[src/rtl/euart_pkg.sv]
package euart_pkg;

    typedef enum logic [1:0] {
        PAR_NONE = 2'b00,
        PAR_EVEN = 2'b01,
        PAR_ODD  = 2'b10,
        PAR_RSV  = 2'b11
    } par_e;

    // Map a requested bit count to a supported one; unsupported counts become 8.
    function automatic logic [4:0] eff_len(input logic [4:0] code);
        case (code)
            5'd5, 5'd6, 5'd7, 5'd8, 5'd9,
            5'd13, 5'd14, 5'd15, 5'd16: eff_len = code;
            default:                    eff_len = 5'd8;
        endcase
    endfunction

endpackage

[src/rtl/euart_bit_strobe.sv]
module euart_bit_strobe #(
    parameter int SYNC_STAGES = 2
) (
    input  logic clk,
    input  logic rst_n,
    input  logic sync_mode,
    input  logic baud_tick,
    input  logic xclk,
    output logic strobe
);
    localparam int TOP = SYNC_STAGES - 1;

    logic [SYNC_STAGES-1:0] sync_d, sync_q;
    logic                   prev_d, prev_q;

    always_comb begin
        sync_d[0] = xclk;
        for (int i = 1; i < SYNC_STAGES; i++) begin
            sync_d[i] = sync_q[i-1];
        end
        prev_d = sync_q[TOP];
    end

    always_ff @(posedge clk or negedge rst_n) begin
        if (!rst_n) begin
            sync_q <= '0;
            prev_q <= 1'b0;
        end else begin
            sync_q <= sync_d;
            prev_q <= prev_d;
        end
    end

    // Rising edge of the resynchronised external clock, or the internal tick.
    assign strobe = sync_mode ? (sync_q[TOP] & ~prev_q) : baud_tick;

endmodule

[src/rtl/euart_frame_build.sv]
module euart_frame_build
    import euart_pkg::*;
#(
    parameter int DATA_W  = 16,
    parameter int FRAME_W = DATA_W + 4,
    parameter int CNT_W   = $clog2(FRAME_W + 1)
) (
    input  logic [DATA_W-1:0]  data,
    input  logic [4:0]         len_code,
    input  logic [1:0]         parity,
    input  logic               stop2,
    output logic [FRAME_W-1:0] frame,
    output logic [CNT_W-1:0]   nbits
);
    logic [4:0] eff;
    logic       par_on;
    logic       pbit;
    par_e       pmode;

    always_comb begin
        pmode  = par_e'(parity);
        eff    = eff_len(len_code);
        par_on = (pmode == PAR_EVEN) || (pmode == PAR_ODD);
        pbit   = (pmode == PAR_ODD);
        frame  = '1;
        frame[0] = 1'b0;
        for (int i = 0; i < DATA_W; i++) begin
            if (i < int'(eff)) begin
                frame[i+1] = data[i];
                pbit       = pbit ^ data[i];
            end
        end
        for (int k = 1; k < FRAME_W; k++) begin
            if (par_on && (k == int'(eff) + 1)) begin
                frame[k] = pbit;
            end
        end
        nbits = CNT_W'(2 + int'(eff) + (par_on ? 1 : 0) + (stop2 ? 1 : 0));
    end

endmodule

[src/rtl/ext_uart_tx.sv]
module ext_uart_tx
    import euart_pkg::*;
#(
    parameter int LOW_W       = 8,
    parameter int DATA_W      = 16,
    parameter int SYNC_STAGES = 2
) (
    input  logic               clk,
    input  logic               rst_n,
    input  logic               tx_en,
    input  logic [4:0]         cfg_len,
    input  logic [1:0]         cfg_parity,
    input  logic               cfg_stop2,
    input  logic               cfg_sync,
    input  logic               baud_tick,
    input  logic               xclk,
    input  logic               ext_wr,
    input  logic [DATA_W-LOW_W-1:0] ext_data,
    input  logic               low_wr,
    input  logic [LOW_W-1:0]   low_data,
    input  logic               port_out,
    output logic               buf_empty,
    output logic               txd
);
    localparam int EXT_W   = DATA_W - LOW_W;
    localparam int FRAME_W = DATA_W + 4;
    localparam int CNT_W   = $clog2(FRAME_W + 1);

    typedef struct packed {
        logic [DATA_W-1:0]  hold;
        logic               hold_v;
        logic [EXT_W-1:0]   ext;
        logic               busy;
        logic [FRAME_W-1:0] sh;
        logic [CNT_W-1:0]   cnt;
    } state_t;

    state_t s_d, s_q;

    logic               strobe_w;
    logic               busy_w;
    logic [FRAME_W-1:0] frame_w;
    logic [CNT_W-1:0]   nbits_w;

    euart_bit_strobe #(.SYNC_STAGES(SYNC_STAGES)) u_strobe (
        .clk       (clk),
        .rst_n     (rst_n),
        .sync_mode (cfg_sync),
        .baud_tick (baud_tick),
        .xclk      (xclk),
        .strobe    (strobe_w)
    );

    euart_frame_build #(.DATA_W(DATA_W), .FRAME_W(FRAME_W), .CNT_W(CNT_W)) u_frame (
        .data     (s_q.hold),
        .len_code (cfg_len),
        .parity   (cfg_parity),
        .stop2    (cfg_stop2),
        .frame    (frame_w),
        .nbits    (nbits_w)
    );

    always_comb begin
        s_d = s_q;
        // shift engine
        if (s_q.busy) begin
            if (strobe_w) begin
                if (s_q.cnt == CNT_W'(1)) begin
                    s_d.busy = 1'b0;
                    s_d.sh   = '1;
                end else begin
                    s_d.sh  = {1'b1, s_q.sh[FRAME_W-1:1]};
                    s_d.cnt = s_q.cnt - CNT_W'(1);
                end
            end
        end else if (s_q.hold_v && tx_en) begin
            s_d.busy   = 1'b1;
            s_d.sh     = frame_w;
            s_d.cnt    = nbits_w;
            s_d.hold_v = 1'b0;
        end
        // register writes, accepted only while enabled
        if (tx_en && ext_wr) begin
            s_d.ext = ext_data;
        end
        if (tx_en && low_wr && !s_q.hold_v) begin
            s_d.hold   = {s_q.ext, low_data};
            s_d.hold_v = 1'b1;
        end
    end

    always_ff @(posedge clk or negedge rst_n) begin
        if (!rst_n) begin
            s_q <= '{hold: '0, hold_v: 1'b0, ext: '0, busy: 1'b0, sh: '1, cnt: '0};
        end else begin
            s_q <= s_d;
        end
    end

    assign busy_w    = s_q.busy;
    assign buf_empty = !s_q.hold_v;
    assign txd       = (tx_en || s_q.busy) ? (s_q.busy ? s_q.sh[0] : 1'b1) : port_out;

endmodule

[config.mk]
export PLATFORM = sky130hd
export DESIGN_NAME = ext_uart_tx
export DESIGN_NICKNAME = d
export VERILOG_FILES = /design/src/rtl/euart_pkg.sv /design/src/rtl/euart_bit_strobe.sv /design/src/rtl/euart_frame_build.sv /design/src/rtl/ext_uart_tx.sv
export SDC_FILE = /design/constraint.sdc
export NUM_CORES = 1
export LEC_CHECK = 0
export BUFFER_PORTS_ARGS = -buffer_cell sky130_fd_sc_hd__buf_4
export CORE_ASPECT_RATIO = 1.4
export CORE_MARGIN = 2
export CORE_UTILIZATION = 25
export CTS_CLUSTER_DIAMETER = 30
export CTS_CLUSTER_SIZE = 28
export DETAILED_ROUTE_END_ITERATION = 10
export GPL_TIMING_DRIVEN = 1
export PLACE_DENSITY = 0.52
export SLEW_MARGIN = 10
export SYNTH_ARGS = -nofsm -noshare
export SYNTH_HDL_FRONTEND = slang
export SYNTH_SLANG_ARGS = --single-unit
[constraint.sdc]
create_clock -name clk -period 4.2 [get_ports clk]
set_input_delay 0.63 -clock clk [delete_from_list [all_inputs] [get_ports clk]]
set_output_delay 0.63 -clock clk [all_outputs]
set_load 0.01 [all_outputs]
==> results.toml, run 1 <==
[grt]
antenna_found_initial = 0
grt_pass1_wl_mm = 12.23
grt_max_degree = 55
grt_use_total = 0.1218
grt_use_met1 = 0.1548
grt_pass1_vias = 2402
grt.met2_usage = 0.2014
use_met3 = 0.01810
overflow = 0
top_usage_layer = "met2"

[clock_tree]
numCtsBuffers = 5
post_cts_resized = 0
cts_setup_buffers = 0
cts.sinks = 54
cts.clk_slew.worst_paths_ns = 0.07
cts.path.max_buffers = 2
cts_hold_buf = 0
insertion_delay_ns = 0.29
htree_levels = 2
cts_tree = "done"
cts_root_buffer = "clkbuf_16"

[floorplan]
pin_count = 35
num_rows = 47
initial_core_util = 0.2548
die_area_um2 = 12890
coreArea_um2 = 11760
die_w_um = 96.53
die_h_um = 133.5

[hold_path]
hold_class = "reg -> reg"

[timing]
tightest_slew_ns = 1.019
slew_headroom = 0.3184
fmax_mhz = 371.5
min_period_ns = 2.692
post-route-period-util = 0.6409
rsz0062_at_grt = "false"
finalSetupTns_ns = 0
slew_violations = 0
hold_violations = 0
fin_worst_skew_ns = 0.004853
setup_viol = 0

[yosys]
synth-edff-count = 0
yosysUniqueCellTypes = 52
syn_inst = 301
synthMuxAreaShare = 0.09395
synth_nets = 339
synth_warnings = 0
synthAdderAreaFrac = 0.02338
ys.flop_type = "dfrtp_1"
avgSynthCellArea_um2 = 9.956
synthArstFlopShare = 1.000
synth_compound_area_frac = 0.1645
synth_top_family_by_area = "compound AO/OA/AOI/OAI gates"
synth-simple-area-share = 0.1591
synth_area_um2 = 2997
yosys.area_share.xor_xnor = 0.06180
seq_area_frac_synth = 0.4593
ys_ff_latch = 54

[routing]
wl_per_cell_um = 15.56
ant_nets = 0
vias = 2310
dr.first_iter.drc_count = 141
drc_errors = 0
viasPerCell = 4.873
dr.pass1.iters = 4
wl_mm = 7.376

[critical_path]
worstSetupPathType = "in -> reg"
cp-start-kind = "input port"
crit_fanout = 10
slowest_stage = "or4b_4"
endpoint_kind = "register"
crit_chain = "buf_4, or4b_4, nor3b_2, xor2_1, xnor2_1, xnor3_2, nor4_2, a31oi_1"
arrival_ns = 2.90
cpPeakStageDelay_ns = 0.61
required_ns = 4.41

[final_layout]
fill_cells = 1257
drive_gt1_frac = 0.3058
nets = 364
num_antenna_cells = 0
area_delta_synth_final_pct = 17.37

[job]
drv_cap = 0

[power]
power_density_nw_per_um2 = 649.3
cellLeakagePower_nw = 1.461
power.total_mw = 2.284
ir_worst_vdd_mv = 0.3394

[placed_design]
port_buffers = 34
place_congestion = 0.9578
hpwl_mm = 5.330

[outcome]
status = "finished clean"
==> per-stage QoR <==
step | cell area [µm²] | instances | setup WS [ns] | util | hold slack [ns]
after floorplan | 2997 | 301 | 1.419 | - | 0.3312
after global placement | 3377 | 466 | 1.257 | 0.2871 | 0.3394
after detailed placement | 3377 | 466 | 1.215 | 0.2871 | 0.3365
after CTS | 3517 | 474 | 1.518 | 0.2990 | 0.3519
after global routing | 3517 | 474 | 1.339 | 0.2990 | 0.3705
final | 3517 | 474 | 1.508 | 0.2990 | 0.3512
==> sequential cells by signal (all words and copies together) (netlist names) <==
register and count:
u_strobe.prev_q 1, u_strobe.sync_q 2, busy_w 1, s_q 50
==> logic make-up after synthesis <==
family | after synthesis
compound gates | 81
xor+xnor | 17
fa+ha+maj | 5
buf+inv | 27
flops | 54
mux | 25
simple gates | 92
==> synth_stat cells, types with 2 or more instances <==
master	n	area (µm²)
nand3_1	11	55.05
dfstp_2	20	525.5
mux2_2	25	281.5
o221ai_1	2	17.52
o21ai_0	35	175.2
nor2_1	22	82.58
nand2_1	27	101.4
ha_1	4	50.05
buf_2	4	20.02
inv_1	9	33.78
o21a_1	2	15.01
clkbuf_1	13	48.80
dfrtp_1	34	850.8
a31oi_1	6	37.54
or2_2	2	12.51
nor3_1	10	50.05
nand2b_1	5	31.28
xor2_1	5	43.79
a21oi_1	14	70.07
o31ai_1	3	22.52
o21ai_1	2	10.01
a211oi_1	2	15.01
nor4b_1	2	17.52
xnor2_1	9	78.83
o22ai_1	4	25.02
nor3_2	2	20.02
nor2b_1	2	12.51
==> critical path, delay by kind of cell <==
family          cells  cell delay [ns]
simple gates        3             1.15
xor+xnor            3             0.84
compound gates      1             0.13
buf+inv             1             0.15
==> cells in the final DEF (no fill, tap or decap), drive strengths merged, types with 9 or more instances in the layout <==
master and instances:
o21ai 38, buf 36, dfrtp 34, nand2 27, mux2 25, nor2 23
dfstp 20, a21oi 14, nor3 12, nand3 11, xnor2 10, inv 9
==> layout make-up <==
type | instances | area [µm²] | area share
well taps | 147 | 183.9 | 0.05229
flip-flops and latches | 54 | 1376 | 0.3913
multi-input cells | 220 | 1513 | 0.4301
repair buffers | 36 | 270.3 | 0.07684
clock inverters | 1 | 7.507 | 0.002134
clock buffers | 7 | 132.6 | 0.03771
inverters | 9 | 33.78 | 0.009605
==> where the power goes <==
part / total [mW] / switching [mW] / leakage, nW / internal (mW)
clock network: 0.401 / 0.179 / 0.0641 / 0.222
registers: 0.941 / 0.161 / 0.616 / 0.780
logic: 0.942 / 0.468 / 0.781 / 0.473
==> per-layer routing <==
layer,routed length (µm),part of all wire
met1,3074,0.42
met2,3812,0.52
met3,242,0.033
met4,246,0.033
met5,0,0
==> worst paths after layout <==
kind                                               from                      endpoint  slack, ns  cells after the start
max reg2reg                u_strobe.sync_q[1]$_DFF_PN0_           s_q[15]$_DFFE_PN1P_       1.69                      6
min                        u_strobe.sync_q[0]$_DFF_PN0_  u_strobe.sync_q[1]$_DFF_PN0_       0.35                      0
min reg2reg                u_strobe.sync_q[0]$_DFF_PN0_  u_strobe.sync_q[1]$_DFF_PN0_       0.35                      0
max in group asynchronous                         rst_n            s_q[0]$_DFFE_PN0P_       3.35                      1
min in group asynchronous                         rst_n  u_strobe.sync_q[1]$_DFF_PN0_       0.38                      1
max                                          cfg_len[0]           s_q[19]$_DFFE_PN1P_       1.51                      8
Power figures use the tool's default switching activity.
==> inputs of run 2 (changes only) <==
PLACE_DENSITY = 0.53   (was 0.52)
clock period = 2.2 ns   (was 4.2 ns; I/O delays follow)
==> run 2 against run 1 <==
The flow now finishes with violations (negative setup slack). Global-route usage grew 0.93 points. Final area grew 9.8%. Routed wire length grew 5.4%. Critical path type unchanged. Largest cell class unchanged. Largest power group unchanged. Highest routed layer unchanged.
==> results.toml, run 2 (synthesis results as in run 1) <==
[timing]
finalSetupTns_ns = -0.5682
slew_headroom = 0.5204
fmax_mhz = 434.6
tightest_slew_ns = 0.7194
hold-worst-slack_ns = 0.07769
hold_violations = 0
setup_viol = 8
fin_worst_skew_ns = 0.007148
finalWorstSetupSlack_ns = -0.1010
rsz0062_at_grt = "true"
slew_violations = 0
post-route-period-util = 1.046
min_period_ns = 2.301

[routing]
dr.pass1.iters = 4
wl_mm = 7.772
dr.first_iter.drc_count = 186
ant_nets = 0
viasPerCell = 4.809
drc_errors = 0
vias = 2472
wl_per_cell_um = 15.12

[critical_path]
required_ns = 2.42
crit_top_cell = "buf_6"
slowest_stage = "xnor3_2"
reg2reg_to = "s_q[11]$_DFFE_PN1P_"
reg2reg_slack_ns = -0.03
cp-start-kind = "input port"
r2r-start = "s_q[38]$_DFFE_PN0P_"
cpPeakStageDelay_ns = 0.55
rr_worst_depth = 8
crit_chain = "buf_6, or4b_4, buf_6, nor3b_2, xor2_1, xnor2_1, xnor3_2, nor3_4, a41oi_2"
arrival_ns = 2.52
crit_fanout = 5
endpoint_kind = "register"
worstSetupPathType = "in -> reg"

[power]
cellLeakagePower_nw = 1.668
p_comb_frac = 0.456
sequentialPowerShare = 0.373
switching_share = 0.3637
ir_worst_vdd_mv = 0.9568
p_switching_mw = 1.726
p_int_mw = 3.019
clockPowerShare = 0.170
power.total_mw = 4.744
power_density_nw_per_um2 = 1229

[final_layout]
final_util = 0.3283
area_delta_synth_final_pct = 28.85
top_register = "s_q"
reg_top3 = "s_q (50), u_strobe.sync_q (2)"
mostFrequentLayoutCell = "buf_4"
largest_reg_flops = 50
final_cells = 514
design_area_um2 = 3861
mostFrequentLayoutCells = "73 x buf_4, 34 x o21ai_0, 34 x dfrtp_1"
nets = 404
num_antenna_cells = 0
drive_gt1_frac = 0.3924

[grt]
grt_pass1_vias = 2555
grt_max_degree = 55
antenna_found_initial = 0
grt_use_total = 0.1311
overflow = 0
grt_pass1_wl_mm = 12.92

[floorplan]
initial_core_util = 0.2548
die_area_um2 = 12890
coreArea_um2 = 11760
num_rows = 47
die_w_um = 96.53
pin_count = 35
die_h_um = 133.5

[placed_design]
dpl.cell_count = 505
port_buffers = 34
place_congestion = 0.8565
place_worst_setup_slack_ns = -0.3804
hpwl_mm = 5.846
place_area_um2 = 3686

[clock_tree]
cts.clk_slew.worst_paths_ns = 0.07
cts.sinks = 54
insertion_delay_ns = 0.30
numCtsBuffers = 5
cts_tree = "done"
cts_root_buffer = "clkbuf_16"
htree_levels = 2
cts.path.max_buffers = 2

[outcome]
violations = "negative setup slack"
status = "finished, violations left"

[job]
drv_cap = 0

[hold_path]
hold_class = "in -> async"
run 2: how the worst max path moves through the flow:
stage | from | end | slack (ns) | depth (start not counted)
global route | cfg_len[2] | s_q[11]$_DFFE_PN1P_ | -0.18 | 9
finish | cfg_len[2] | s_q[11]$_DFFE_PN1P_ | -0.10 | 9
global placement | cfg_len[1] | s_q[11]$_DFFE_PN1P_ | -0.33 | 9
CTS | cfg_len[2] | s_q[11]$_DFFE_PN1P_ | -0.1 | 9
floorplan | cfg_len[0] | s_q[12]$_DFFE_PN1P_ | -0.24 | 8
detailed placement | cfg_len[1] | s_q[19]$_DFFE_PN1P_ | -0.38 | 8
run 2: metal layers:
| layer | track usage | part of all wire |
|---|---|---|
| met1 | 0.1578 | 0.42 |
| met2 | 0.2261 | 0.52 |
| met3 | 0.02489 | 0.030 |
| met4 | 0.05164 | 0.029 |
| met5 | 0 | 0 |
run 2: power by group through the flow:
stage / clock (mW) / combinational (mW) / sequential, mW
final: 0.808 / 2.17 / 1.77
after CTS: 0.835 / 2.19 / 1.78
after global routing: 0.877 / 2.37 / 1.83
after floorplan: 0 / 1.52 / 1.70
after detailed placement: 0 / 2.18 / 1.79
after global placement: 0 / 2.15 / 1.78
run 2: repair_timing:
| action | 4_1_cts | 5_1_grt |
|---|---|---|
| buffers inserted | 1 | 0 |
| resized for setup | 4 | 1 |
| cloned | 0 | 0 |
| hold buffers | 0 | 0 |
| endpoints found under the hold margin | 0 | 0 |
| setup endpoints to repair | 9 | 10 |
| pin swaps | 8 | 2 |
run 2: layout make-up:
class                           count  area [µm²]
Fill cell                        1218        7900
Multi-Input combinational cell    220        1543
Sequential cell                    54        1376
Timing Repair Buffer               76       581.8
Tap cell                          147       183.9
Clock buffer                        6       128.9
Inverter                            9       33.78
Clock inverter                      2       13.76
run 2: worst max-delay path: cells and delay by family:
kind	cells	cell delay (ns)
and+or+nand+nor	3	0.94
xor gates and xnor gates	3	0.88
buffers and inverters	2	0.22
AOI/OAI and AO/OA	1	0.12
==> inputs of run 3 (changes only) <==
CORE_ASPECT_RATIO = 0.5   (was 1.4)
==> run 3 against run 2 <==
Critical path depth is the same. Clock skew shrank 0.00097 ns. Clock power shrank 2%. The run still ends with negative setup slack left. Largest power group unchanged. First-iteration DRC count grew 9.1%. Worst setup slack gained 0.0056 ns. Final cell count grew 3.5%. Final area grew 1.2%. Combinational power shrank 6%. Die area grew 0.31%. Maximum frequency grew 0.25%. Highest routed layer unchanged.
==> results.toml, run 3 (synthesis results as in run 1) <==
[outcome]
status = "finished, violations left"
violations = "negative setup slack"

[final_layout]
drive_gt1_frac = 0.3978
seq_area_um2 = 1376
top_register = "s_q"
area_delta_synth_final_pct = 30.36
mostFrequentLayoutCells = "72 x buf_4, 34 x o21ai_0, 34 x dfrtp_1"
multiInputGateArea_um2 = 1549
nets = 404
mostFrequentLayoutCell = "buf_4"
reg_top3 = "s_q (50), u_strobe.sync_q (2)"
fill_cells = 1191
final_util = 0.3328
num_antenna_cells = 0
largest_reg_flops = 50

[floorplan]
die_area_um2 = 12930
num_rows = 28
pin_count = 35
die_h_um = 81.42
initial_core_util = 0.2553
die_w_um = 158.8
coreArea_um2 = 11740

[critical_path]
cp-start-kind = "input port"
crit_fanout = 5
arrival_ns = 2.51
worstSetupPathType = "in -> reg"
endpoint_kind = "register"
required_ns = 2.42

[clock_tree]
numCtsBuffers = 5
cts.sinks = 54
insertion_delay_ns = 0.30
cts_root_buffer = "clkbuf_16"
cts.path.max_buffers = 2
htree_levels = 2
cts_tree = "done"
cts.clk_slew.worst_paths_ns = 0.07

[placed_design]
place_congestion = 0.8539
port_buffers = 34
place_worst_setup_slack_ns = -0.3427
hpwl_mm = 5.471

[grt]
grt_pass1_vias = 2346
use_met3 = 0.03232
top_usage_layer = "met2"
grt_max_degree = 55
antenna_found_initial = 0
overflow = 0
grt_use_met1 = 0.1662
grt_use_total = 0.1181
grt_pass1_wl_mm = 12.14
grt.met2_usage = 0.1821

[timing]
setup_viol = 8
hold-worst-slack_ns = 0.06017
fin_worst_skew_ns = 0.006181
finalWorstSetupSlack_ns = -0.09538
hold_violations = 0
slew_headroom = 0.5417
rsz0062_at_grt = "true"
tightest_slew_ns = 0.6874
post-route-period-util = 1.043
fmax_mhz = 435.7
slew_violations = 0
min_period_ns = 2.295

[power]
ir_worst_vdd_mv = 0.4774
cellLeakagePower_nw = 1.675
power_density_nw_per_um2 = 1181

[hold_path]
hold_class = "in -> async"

[routing]
dr.pass1.iters = 4
ant_nets = 0
wl_mm = 7.391
viasPerCell = 4.556
vias = 2424
dr.first_iter.drc_count = 203
drc_errors = 0
wl_per_cell_um = 13.89

[job]
drv_cap = 0
## run 3: cell types whose count changed in the layout (fill, tap and decap cells not counted), sizes merged
cell | before | now
inv | 10 | 9
clkbuf | 6 | 5
clkinvlp | 0 | 1
clkinv | 1 | 2
## run 3: what timing repair did
action,4_1_cts,5_1_grt
setup endpoints to repair,9,9
hold buffers,0,0
pin swaps,4,2
buffers inserted,1,1
resized for setup,4,2
## run 3: metrics by stage
stage	instances	power (mW)	area (µm²)	setup TNS, ns
finish	532	4.615	3906	-0.5353
global route	532	4.935	3906	-1.137
CTS	531	4.652	3887	-0.4575
detailed placement	522	3.835	3714	-2.928
global placement	522	3.827	3714	-2.499
floorplan	301	3.221	3023	-1.779
## run 3: worst max-delay path, stage by stage
cell,delay (ns)
buf_6,0.09
or4b_4,0.54
buf_6,0.13
nor3b_2,0.18
xor2_1,0.18
xnor2_1,0.15
xnor3_2,0.55
nor3_4,0.21
a41oi_2,0.13
## run 3: path summary, 6_finish.rpt
kind / start / to / slack, ns / cells after the start
worst max-delay path: cfg_len[2] / s_q[11]$_DFFE_PN1P_ / -0.1 / 9
worst min-delay path: rst_n / s_q[41]$_DFFE_PN0P_ / 0.06 / 1
worst max register to register: s_q[36]$_DFFE_PN0P_ / s_q[11]$_DFFE_PN1P_ / 0.03 / 7
worst min register to register: u_strobe.sync_q[0]$_DFF_PN0_ / u_strobe.sync_q[1]$_DFF_PN0_ / 0.36 / 0
max in group asynchronous: rst_n / s_q[2]$_DFFE_PN0P_ / 1.66 / 1
min in group clk: xclk / u_strobe.sync_q[0]$_DFF_PN0_ / 0.15 / 1
## run 3: power by group
part / switching (mW) / internal [mW] / total, mW / leakage [nW]
clock network: 0.370 / 0.422 / 0.793 / 0.0698
registers: 0.303 / 1.49 / 1.79 / 0.616
logic: 1.01 / 1.02 / 2.03 / 0.990
## run 3: final cells by class
class                   count  share of cell area
repair buffers             76              0.1521
well taps                 165             0.05285
inverters                   9            0.008648
multi-input cells         220              0.3965
clock buffers               5             0.03203
flip-flops and latches     54              0.3523
clock inverters             3            0.005445
## run 3: per-layer routing
layer  wire [µm]  part of all wire  vias up
li1            -                 -     1206
met1        3615              0.49     1153
met2        3250              0.44       54
met3         434             0.059       11
met4          91             0.012        0
met5           0                 0        -
